<file path="src/rtl/wdt_posted.sv">
module wdt_posted #(
  parameter int DW = 32,
  parameter int AW = 3,
  parameter logic [7:0] REV_CODE = 8'h5A
) (
  input  logic          clk,
  input  logic          rst_n,
  input  logic          tick,
  input  logic          bus_sel,
  input  logic          bus_we,
  input  logic [AW-1:0] bus_addr,
  input  logic [DW-1:0] bus_wdata,
  output logic [DW-1:0] bus_rdata,
  output logic          wdt_rst
);
  localparam int NSLOT = 4;
  localparam int PTV_W = 3;
  localparam int DIV_W = (1 << PTV_W) - 1;
  localparam logic [AW-1:0] A_REV  = AW'(0);
  localparam logic [AW-1:0] A_CTRL = AW'(1);
  localparam logic [AW-1:0] A_CNT  = AW'(2);
  localparam logic [AW-1:0] A_LOAD = AW'(3);
  localparam logic [AW-1:0] A_TRIG = AW'(4);
  localparam logic [AW-1:0] A_PEND = AW'(5);
  localparam logic [AW-1:0] A_KEY  = AW'(6);
  localparam logic [DW-1:0] KEY_EN_A  = DW'(16'hBBBB);
  localparam logic [DW-1:0] KEY_EN_B  = DW'(16'h4444);
  localparam logic [DW-1:0] KEY_DIS_A = DW'(16'hAAAA);
  localparam logic [DW-1:0] KEY_DIS_B = DW'(16'h5555);

  typedef enum logic [1:0] {SEQ_IDLE, SEQ_EN, SEQ_DIS} seq_t;

  logic [NSLOT-1:0] pend, hit, lock, acc, apply;
  logic [DW-1:0]    shadow [NSLOT];
  logic [DW-1:0]    cnt_q, load_q, trig_q;
  logic [PTV_W:0]   ctrl_q;
  logic [DIV_W-1:0] div_q, div_lim;
  logic [DIV_W:0]   lim_full;
  logic             running, reload, step, wrap;
  seq_t             seq_q;

  assign hit   = {bus_addr == A_KEY, bus_addr == A_TRIG, bus_addr == A_LOAD, bus_addr == A_CTRL};
  assign lock  = {2'b00, running, running};
  assign acc   = (bus_sel && bus_we) ? (hit & ~pend & ~lock) : '0;
  assign apply = tick ? pend : '0;

  assign lim_full = ((DIV_W+1)'(1) << ctrl_q[PTV_W-1:0]) - (DIV_W+1)'(1);
  assign div_lim  = ctrl_q[PTV_W] ? lim_full[DIV_W-1:0] : '0;
  assign reload   = apply[2] && (shadow[2] != trig_q);
  assign step     = tick && running && !reload && (div_q >= div_lim);
  assign wrap     = step && (&cnt_q);

  always_ff @(posedge clk or negedge rst_n) begin
    if (!rst_n) begin
      pend <= '0;
      for (int i = 0; i < NSLOT; i++) shadow[i] <= '0;
    end else begin
      pend <= acc | (pend & ~apply);
      for (int i = 0; i < NSLOT; i++)
        if (acc[i]) shadow[i] <= bus_wdata;
    end
  end

  always_ff @(posedge clk or negedge rst_n) begin
    if (!rst_n) begin
      cnt_q   <= '0;
      load_q  <= '0;
      trig_q  <= '0;
      ctrl_q  <= '0;
      div_q   <= '0;
      running <= 1'b0;
      seq_q   <= SEQ_IDLE;
      wdt_rst <= 1'b0;
    end else begin
      wdt_rst <= wrap;
      if (reload || wrap) cnt_q <= load_q;
      else if (step)      cnt_q <= cnt_q + DW'(1);
      if (reload || !running) div_q <= '0;
      else if (tick)          div_q <= (div_q >= div_lim) ? '0 : div_q + DIV_W'(1);
      if (apply[0]) ctrl_q <= shadow[0][5:2];
      if (apply[1]) load_q <= shadow[1];
      if (apply[2]) trig_q <= shadow[2];
      if (apply[3]) begin
        if (shadow[3] == KEY_EN_A)       seq_q <= SEQ_EN;
        else if (shadow[3] == KEY_DIS_A) seq_q <= SEQ_DIS;
        else begin
          seq_q <= SEQ_IDLE;
          if (shadow[3] == KEY_EN_B && seq_q == SEQ_EN)   running <= 1'b1;
          if (shadow[3] == KEY_DIS_B && seq_q == SEQ_DIS) running <= 1'b0;
        end
      end
    end
  end

  always_comb begin
    bus_rdata = '0;
    if (bus_sel && !bus_we) begin
      case (bus_addr)
        A_REV:   bus_rdata = DW'(REV_CODE);
        A_CTRL:  bus_rdata = DW'({ctrl_q, 2'b00});
        A_CNT:   bus_rdata = cnt_q;
        A_LOAD:  bus_rdata = load_q;
        A_TRIG:  bus_rdata = trig_q;
        A_PEND:  bus_rdata = DW'({pend[3], pend[2], pend[1], 1'b0, pend[0]});
        A_KEY:   bus_rdata = DW'(running);
        default: bus_rdata = '0;
      endcase
    end
  end


  wrst_single_chk: assert property (@(posedge clk) disable iff (!rst_n)
    wdt_rst |=> !wdt_rst);

  wrst_wrap_chk: assert property (@(posedge clk) disable iff (!rst_n)
    wdt_rst |-> $past(&cnt_q) && $past(running));

  pend_hold_chk: assert property (@(posedge clk) disable iff (!rst_n)
    !tick |=> ((pend & $past(pend)) == $past(pend)));

  locked_write_chk: assert property (@(posedge clk) disable iff (!rst_n)
    (running && pend[1:0] == 2'b00) |=> pend[1:0] == 2'b00);

  stopped_hold_chk: assert property (@(posedge clk) disable iff (!rst_n)
    (!running && !(tick && pend[2])) |=> $stable(cnt_q));

  run_change_chk: assert property (@(posedge clk) disable iff (!rst_n)
    (running != $past(running)) |-> $past(tick && pend[3]));
endmodule

</file>
<file path="config.mk">
export PLATFORM = sky130hd
export DESIGN_NAME = wdt_posted
export DESIGN_NICKNAME = d
export VERILOG_FILES = /design/src/rtl/wdt_posted.sv
export SDC_FILE = /design/constraint.sdc
export NUM_CORES = 1
export LEC_CHECK = 0
export BUFFER_PORTS_ARGS = -buffer_cell sky130_fd_sc_hd__buf_4
export CORE_MARGIN = 8
export CORE_UTILIZATION = 40
export DETAILED_ROUTE_END_ITERATION = 8
export PLACE_DENSITY_LB_ADDON = 0.2
export SYNTH_ARGS = -nofsm -noshare
export SYNTH_HDL_FRONTEND = slang
export SYNTH_SLANG_ARGS = --single-unit
</file>
<file path="constraint.sdc">
create_clock -name clk -period 4.3 [get_ports clk]
set_input_delay 0.215 -clock clk [delete_from_list [all_inputs] [get_ports clk]]
set_output_delay 0.215 -clock clk [all_outputs]
set_load 0.05 [all_outputs]
</file>
Word-level counts from Yosys, hierarchy flattened
Cells that the tools add are included.
Operators by class
  add/sub/neg operators: 3
  multipliers: 0
  divide/modulo/power cells: 0
  $lt $le $gt $ge: 1
  eq/ne operators: 13
  shift operators: 1
  multiplexer cells: 14
  bitwise gates (word level): 9
  reductions and logical operators: 20
Operators with widths (count)
  case mux 32 bit (7 select lines): 1
  two-way mux 32 bit: 3
  equality test 32 x 15 -> 1 bit, second input constant: 2
  equality test 32 x 16 -> 1 bit, second input constant: 2
  adder 32 x 1 -> 32 bit, second input constant: 1
  inequality test 32 bit: 1
  AND reduction 32 bit: 1
  two-way mux 7 bit: 4
  bitwise AND 4 bit: 3
  equality test 3 bit, second input constant: 3
  logical AND 1 bit: 9
  two-way mux 4 bit: 2
  inverter 4 bit: 2
  adder 7 x 1 -> 7 bit, second input constant: 1
  greater-or-equal comparator 7 bit: 1
  << shifter 1 x 3 -> 7 bit, first input constant: 1
  subtractor 7 x 2 -> 7 bit, second input constant: 1
  equality test 3 x 2 -> 1 bit, second input constant: 2
  nonzero test 2 bit: 3
  two-way mux 2 bit: 2
  inverter 2 -> 4 bit: 1
  bitwise OR 4 bit: 1
  AND reduction 4 bit: 1
  equality test 3 x 1 -> 1 bit, second input constant: 1
  other kinds (7): 12
Storage, ports and cells
  flip-flop bits (word level): 217
  bits in latches: 0
  memory bits (writable): 0
  bits in read-only memories: 0
  input bits: 40
  output and inout bits: 33
  word-level logic and storage cells: 74
  memories: 0

Longest topological paths before layout
  word-level depth: 8
  gate-level depth with buffers: 11
  mapped depth without buffers: 9

Least setup slack after synthesis
No wires, ideal clock.
  kind: flip-flop to flip-flop
  start point: register ctrl_q[3]
  end point: register cnt_q[13]
  setup time: 0.125 ns
  arrival: 2.520 ns
  required time: 4.175 ns
  path slack: 1.655 ns
  stages on the path, launching flop included: 11
  buffers on the path: 2
  period minus slack after synthesis: 2.645 ns
  cells stage by stage: dfrtp_1 clkbuf_1 o211ai_1 ha_1 a21o_1 a221o_1 a41o_1 nand2_1 o21a_1 buf_6 mux2_4
Between the ends
  word-level cells in the longest chain between the ends: 6
  elaborated cells on any way between the ends: 7
  classes of those cells: 1 x order compare; 2 x mux; 4 x reduce/logical
RTL lines
  start, declared: RTL line 36  | logic [PTV_W:0] ctrl_q;
  start signal, assigned: RTL line 80  | if (apply[0]) ctrl_q <= shadow[0][5:2];
  two-way mux 7 bit (*): RTL line 48  | assign div_lim = ctrl_q[PTV_W] ? lim_full[DIV_W-1:0] : '0;
  greater-or-equal comparator 7 bit (*): RTL line 50  | assign step = tick && running && !reload && (div_q >= div_lim);
  logical AND 1 bit (*): RTL line 50
  logical AND 1 bit: RTL line 51  | assign wrap = step && (&cnt_q);
  logical OR 1 bit: RTL line 76  | if (reload || wrap) cnt_q <= load_q;
  two-way mux 32 bit / nonzero test 2 bit (equally long branches)
  end signal, assigned: RTL line 76
  end signal, assigned: RTL line 77  | else if (step) cnt_q <= cnt_q + DW'(1);
  end, declared: RTL line 35  | logic [DW-1:0] cnt_q, load_q, trig_q;
Mark *: on every way between the ends. The rest lies on a longest branch, timed or not.
A chain may end at the register's enable or synchronous reset.

Final worst setup path
  start point: register ctrl_q[1]
  end point: register cnt_q[3]
Between the ends
  word-level cells in the longest chain between the ends: 8
  elaborated cells on any way between the ends: 9
  classes of those cells: 1 x add/sub; 1 x order compare; 1 x shift; 2 x mux; 4 x reduce/logical
RTL lines
  << shifter 1 x 3 -> 7 bit (*): RTL line 47  | assign lim_full = ((DIV_W+1)'(1) << ctrl_q[PTV_W-1:0]) - (DIV_W+1)'(1);
  subtractor 7 x 2 -> 7 bit (*): RTL line 47
  two-way mux 7 bit (*): RTL line 48
  greater-or-equal comparator 7 bit (*): RTL line 50
  logical AND 1 bit (*): RTL line 50
  logical AND 1 bit: RTL line 51
  logical OR 1 bit: RTL line 76
  two-way mux 32 bit / nonzero test 2 bit (equally long branches)
Marks and branches as above.

==> results.rst <==
.. list-table::
   :header-rows: 1

   * - Metric
     - Value
   * - Status
     - completed
   * - Maximum buffer depth of the clock tree
     - 3
   * - Cell type with the largest total area after synthesis
     - sky130_fd_sc_hd__dfrtp_1
   * - Critical path start-end classification
     - flop to flop
   * - Floorplan die area
     - 31900 µm²
   * - Dominant cell type by count on the critical path
     - sky130_fd_sc_hd__buf_4
   * - Pwr per Cell Area
     - 473 nW/µm²
   * - Die W
     - 179 µm
   * - Residual DRC count
     - 0
   * - Worst slew slack as a fraction of its limit
     - 0.292
   * - Post-synth top flop
     - sky130_fd_sc_hd__dfrtp_1
   * - Cells along the critical path
     - o211ai_1 -> ha_1 -> a21o_1 -> a221o_1 -> a41o_1 -> buf_4 -> nand2_1 -> o21a_1 -> buf_4 -> a2bb2oi_1
   * - Post-CTS setup-driven buffer insertion count
     - 0
   * - Cell types occupying the most area after synthesis
     - sky130_fd_sc_hd__dfrtp_1 (51%), sky130_fd_sc_hd__mux2_2 (18%), sky130_fd_sc_hd__mux2i_1 (4.5%), sky130_fd_sc_hd__nor2_1 (2.9%), sky130_fd_sc_hd__xnor2_1 (2.7%)
   * - Vias
     - ~7.4k
   * - Placeable core region
     - 26000 µm²
   * - Fraction of synthesized cell area taken by the top area cell type
     - 0.509
   * - Worst clock skew on the final layout
     - 0.00968 ns
   * - Mean Syn Cell Area
     - between 10 and 15 µm²
   * - Combined global-route utilization of all metal layers
     - 0.178
   * - Filler Cell Count
     - between 2k and 2.5k
   * - Element type at the critical path start
     - flop
   * - Setup Viol. Count Final
     - 0
   * - Async S/R FF share, synth
     - 1.00
   * - Number of flops mapped to enable cells by yosys
     - 0
   * - Port bufs
     - 72
   * - DIE HEIGHT
     - approximately 180 µm
   * - Number of nets in the layout
     - 1056
   * - Total of flip-flops plus latches after synthesis
     - between 200 and 250
   * - Post-synth design cell area
     - ~11000 µm²
   * - Endpoint kind of the worst setup timing path
     - flop
   * - Signed area change from the synthesized netlist to the final layout
     - 19.3%
   * - Sequential element share of the synthesized area
     - 0.509
   * - Count of yosys warnings during synthesis
     - 0
   * - Worst endpoint required time
     - 4.73 ns
   * - TritonCTS clock tree
     - done
   * - Clock latency at the later pin of the worst-skew pair
     - 0.51 ns
   * - Wire length of the first global-routing pass
     - 44600 µm
   * - Total wire length after detailed routing
     - 27600 µm
   * - Layout cells sized above 1
     - 0.295
   * - Initial antenna violation count
     - 0
   * - Violation count after the first detailed-routing iteration
     - 460
   * - Top-count cell post-synth
     - sky130_fd_sc_hd__dfrtp_1
   * - Sum of buffers and inverters on the critical path
     - 2
   * - Placed wire-length estimate after detailed placement
     - around 20000 µm
   * - Peak supply drop
     - 0.305 mV
   * - Slowest stage cell, crit path
     - sky130_fd_sc_hd__dfrtp_1
   * - Final cycle utilization of the critical path
     - 0.763
   * - Final weighted congestion in routability-driven placement
     - slightly above 0.8
   * - Starting density of the core
     - 0.407
   * - Via count of the first global-routing pass
     - 7743
   * - Final hold vios
     - 0
   * - Path category of the worst min-delay check
     - primary input to flop
   * - DR vias/cell
     - approximately 5.5
   * - Count of inserted antenna diode cells
     - 0
   * - Num rows
     - 59
   * - Slew at the pin with the worst max-slew slack
     - 1.06 ns
   * - Time the worst path needs with I/O delays and setup
     - 3.28 ns
   * - Clock slew seen by the registers of the worst setup and hold paths
     - 0.06 ns
   * - Number of buffers created by CTS
     - 24
   * - Leakage power total
     - between 0.005 and 0.006 µW
   * - CP Data Arrival Time
     - 3.71 ns
   * - Family of cells with the greatest summed delay on the critical path
     - compound AO/OA/AOI/OAI gates
   * - Critical path fanouts, max
     - 21
   * - Max-slew violation count
     - 0
   * - Yosys cell types
     - 60
   * - Accumulated negative setup slack
     - 0 ns
   * - First-pass iteration count of the detailed router
     - 5
   * - Clk Tree Root Cell
     - sky130_fd_sc_hd__clkbuf_16
   * - Largest net degree at the start of global routing
     - about 120
   * - Synthesized Nets
     - 963
   * - Top post-synthesis cells by count
     - sky130_fd_sc_hd__dfrtp_1 (215), sky130_fd_sc_hd__mux2_2 (171), sky130_fd_sc_hd__nor2_1 (83), sky130_fd_sc_hd__nand2_1 (49), sky130_fd_sc_hd__mux2i_1 (47)
   * - Remaining antenna violation count after routing
     - 0
   * - Area taken by multi-input logic gates
     - 4940 µm²
   * - Sequential cell area
     - between 5000 and 6000 µm²
   * - Max-capacitance violation count
     - 0
   * - Highest achievable clock rate
     - a little over 300 MHz
   * - Total global routing overflow
     - 0
   * - Unrepaired setup endpoints after global routing
     - no
   * - I/O pin cnt
     - 73
   * - Critical path's largest stage delay
     - 0.44 ns
   * - Total number of clock tree sinks
     - 215
   * - Deepest level of the CTS H-tree
     - 1
   * - Average wire per standard cell
     - 20.3 µm
   * - Hold slack
     - 0.0204 ns
   * - Instance count of the mapped netlist
     - 914
[final timing paths]
check,cells past startpoint,start,slack (ns),to
max,10,ctrl_q[1]$_DFFE_PN0P_,1.02,cnt_q[3]$_DFFE_PN0P_
min,2,bus_wdata[2],0.02,shadow[34]$_DFFE_PN0P_
max reg2reg,10,ctrl_q[1]$_DFFE_PN0P_,1.02,cnt_q[3]$_DFFE_PN0P_
min reg2reg,1,seq_q[1]$_DFFE_PN0P_,0.47,running$_DFFE_PN0P_
max in group asynchronous,3,rst_n,2.89,shadow[84]$_DFFE_PN0P_
min in group asynchronous,2,rst_n,0.37,pend[0]$_DFF_PN0_
[state kept, by name, summed over array words and instances, names as in the netlist]
register  flops
load_q       32
div_q         7
ctrl_q        4
running       1
trig_q       32
seq_q         2
pend          4
wdt_rst       1
shadow      100
cnt_q        32
[metrics by stage]
stage	power, µW	util	instance area, µm²	worst slack (ns)	cells
floorplan	3390	-	10600	1.66	914
global placement	3780	0.441	11500	1.17	1285
detailed placement	3800	0.441	11500	1.01	1285
CTS	6030	0.485	12600	1.01	1360
global route	6260	0.485	12600	0.804	1360
finish	5970	0.485	12600	1.02	1360
[routing by layer]
metal / vias up / wire length [µm] / share of wire / GRT usage
met5: - / 0 / 0 / 0
li1: 3514 / - / - / -
met4: 0 / 605 / 0.022 / 0.0465
met1: 3748 / 13100 / 0.47 / 0.247
met3: 38 / 833 / 0.030 / 0.0180
met2: 129 / 13100 / 0.48 / 0.292
[placed cells by master (no fill, tap or decap), types with 12 or more instances in the layout]
master,instances
sky130_fd_sc_hd__dfrtp_1,215
sky130_fd_sc_hd__mux2_2,171
sky130_fd_sc_hd__nor2_1,83
sky130_fd_sc_hd__buf_4,81
sky130_fd_sc_hd__nand2_1,48
sky130_fd_sc_hd__mux2i_1,47
sky130_fd_sc_hd__a21oi_1,38
sky130_fd_sc_hd__xnor2_1,33
sky130_fd_sc_hd__dlygate4sd3_1,31
sky130_fd_sc_hd__nand3_1,27
sky130_fd_sc_hd__a2bb2oi_1,27
sky130_fd_sc_hd__clkbuf_16,25
sky130_fd_sc_hd__inv_1,21
sky130_fd_sc_hd__nand4_1,20
sky130_fd_sc_hd__o21ai_0,19
sky130_fd_sc_hd__nor3_1,16
sky130_fd_sc_hd__nor4_1,12
[cell type report]
| cell class | instances | share of cell area |
|---|---|---|
| sequential | 215 | 0.427 |
| multi-input combinational | 631 | 0.391 |
| timing repair buffer | 114 | 0.0756 |
| clock buffer | 36 | 0.0552 |
| tap | 335 | 0.0332 |
| clock inverter | 8 | 0.0117 |
| inverter | 21 | 0.00625 |
[repair_timing]
| item | CTS | global route |
|---|---|---|
| endpoints found under the hold margin | 210 | 0 |
| resized for setup | 0 | 0 |
| hold buffers | 31 | 0 |
[cell families after synthesis]
family / synth area share
and+or+nand+nor: 0.117
muxes: 0.228
DFF: 0.509
AOI/OAI and AO/OA: 0.0788
buffers and inverters: 0.0254
xor gates and xnor gates: 0.0307
adders and majority gates: 0.0107
[where the power goes]
group / switching [µW] / internal, µW / total (µW)
sequential: 388 / 2370 / 2760
clock: 822 / 1360 / 2180
combinational: 500 / 527 / 1030
total: 1710 / 4260 / 5970
No activity file was read; power rests on OpenSTA's default activity.
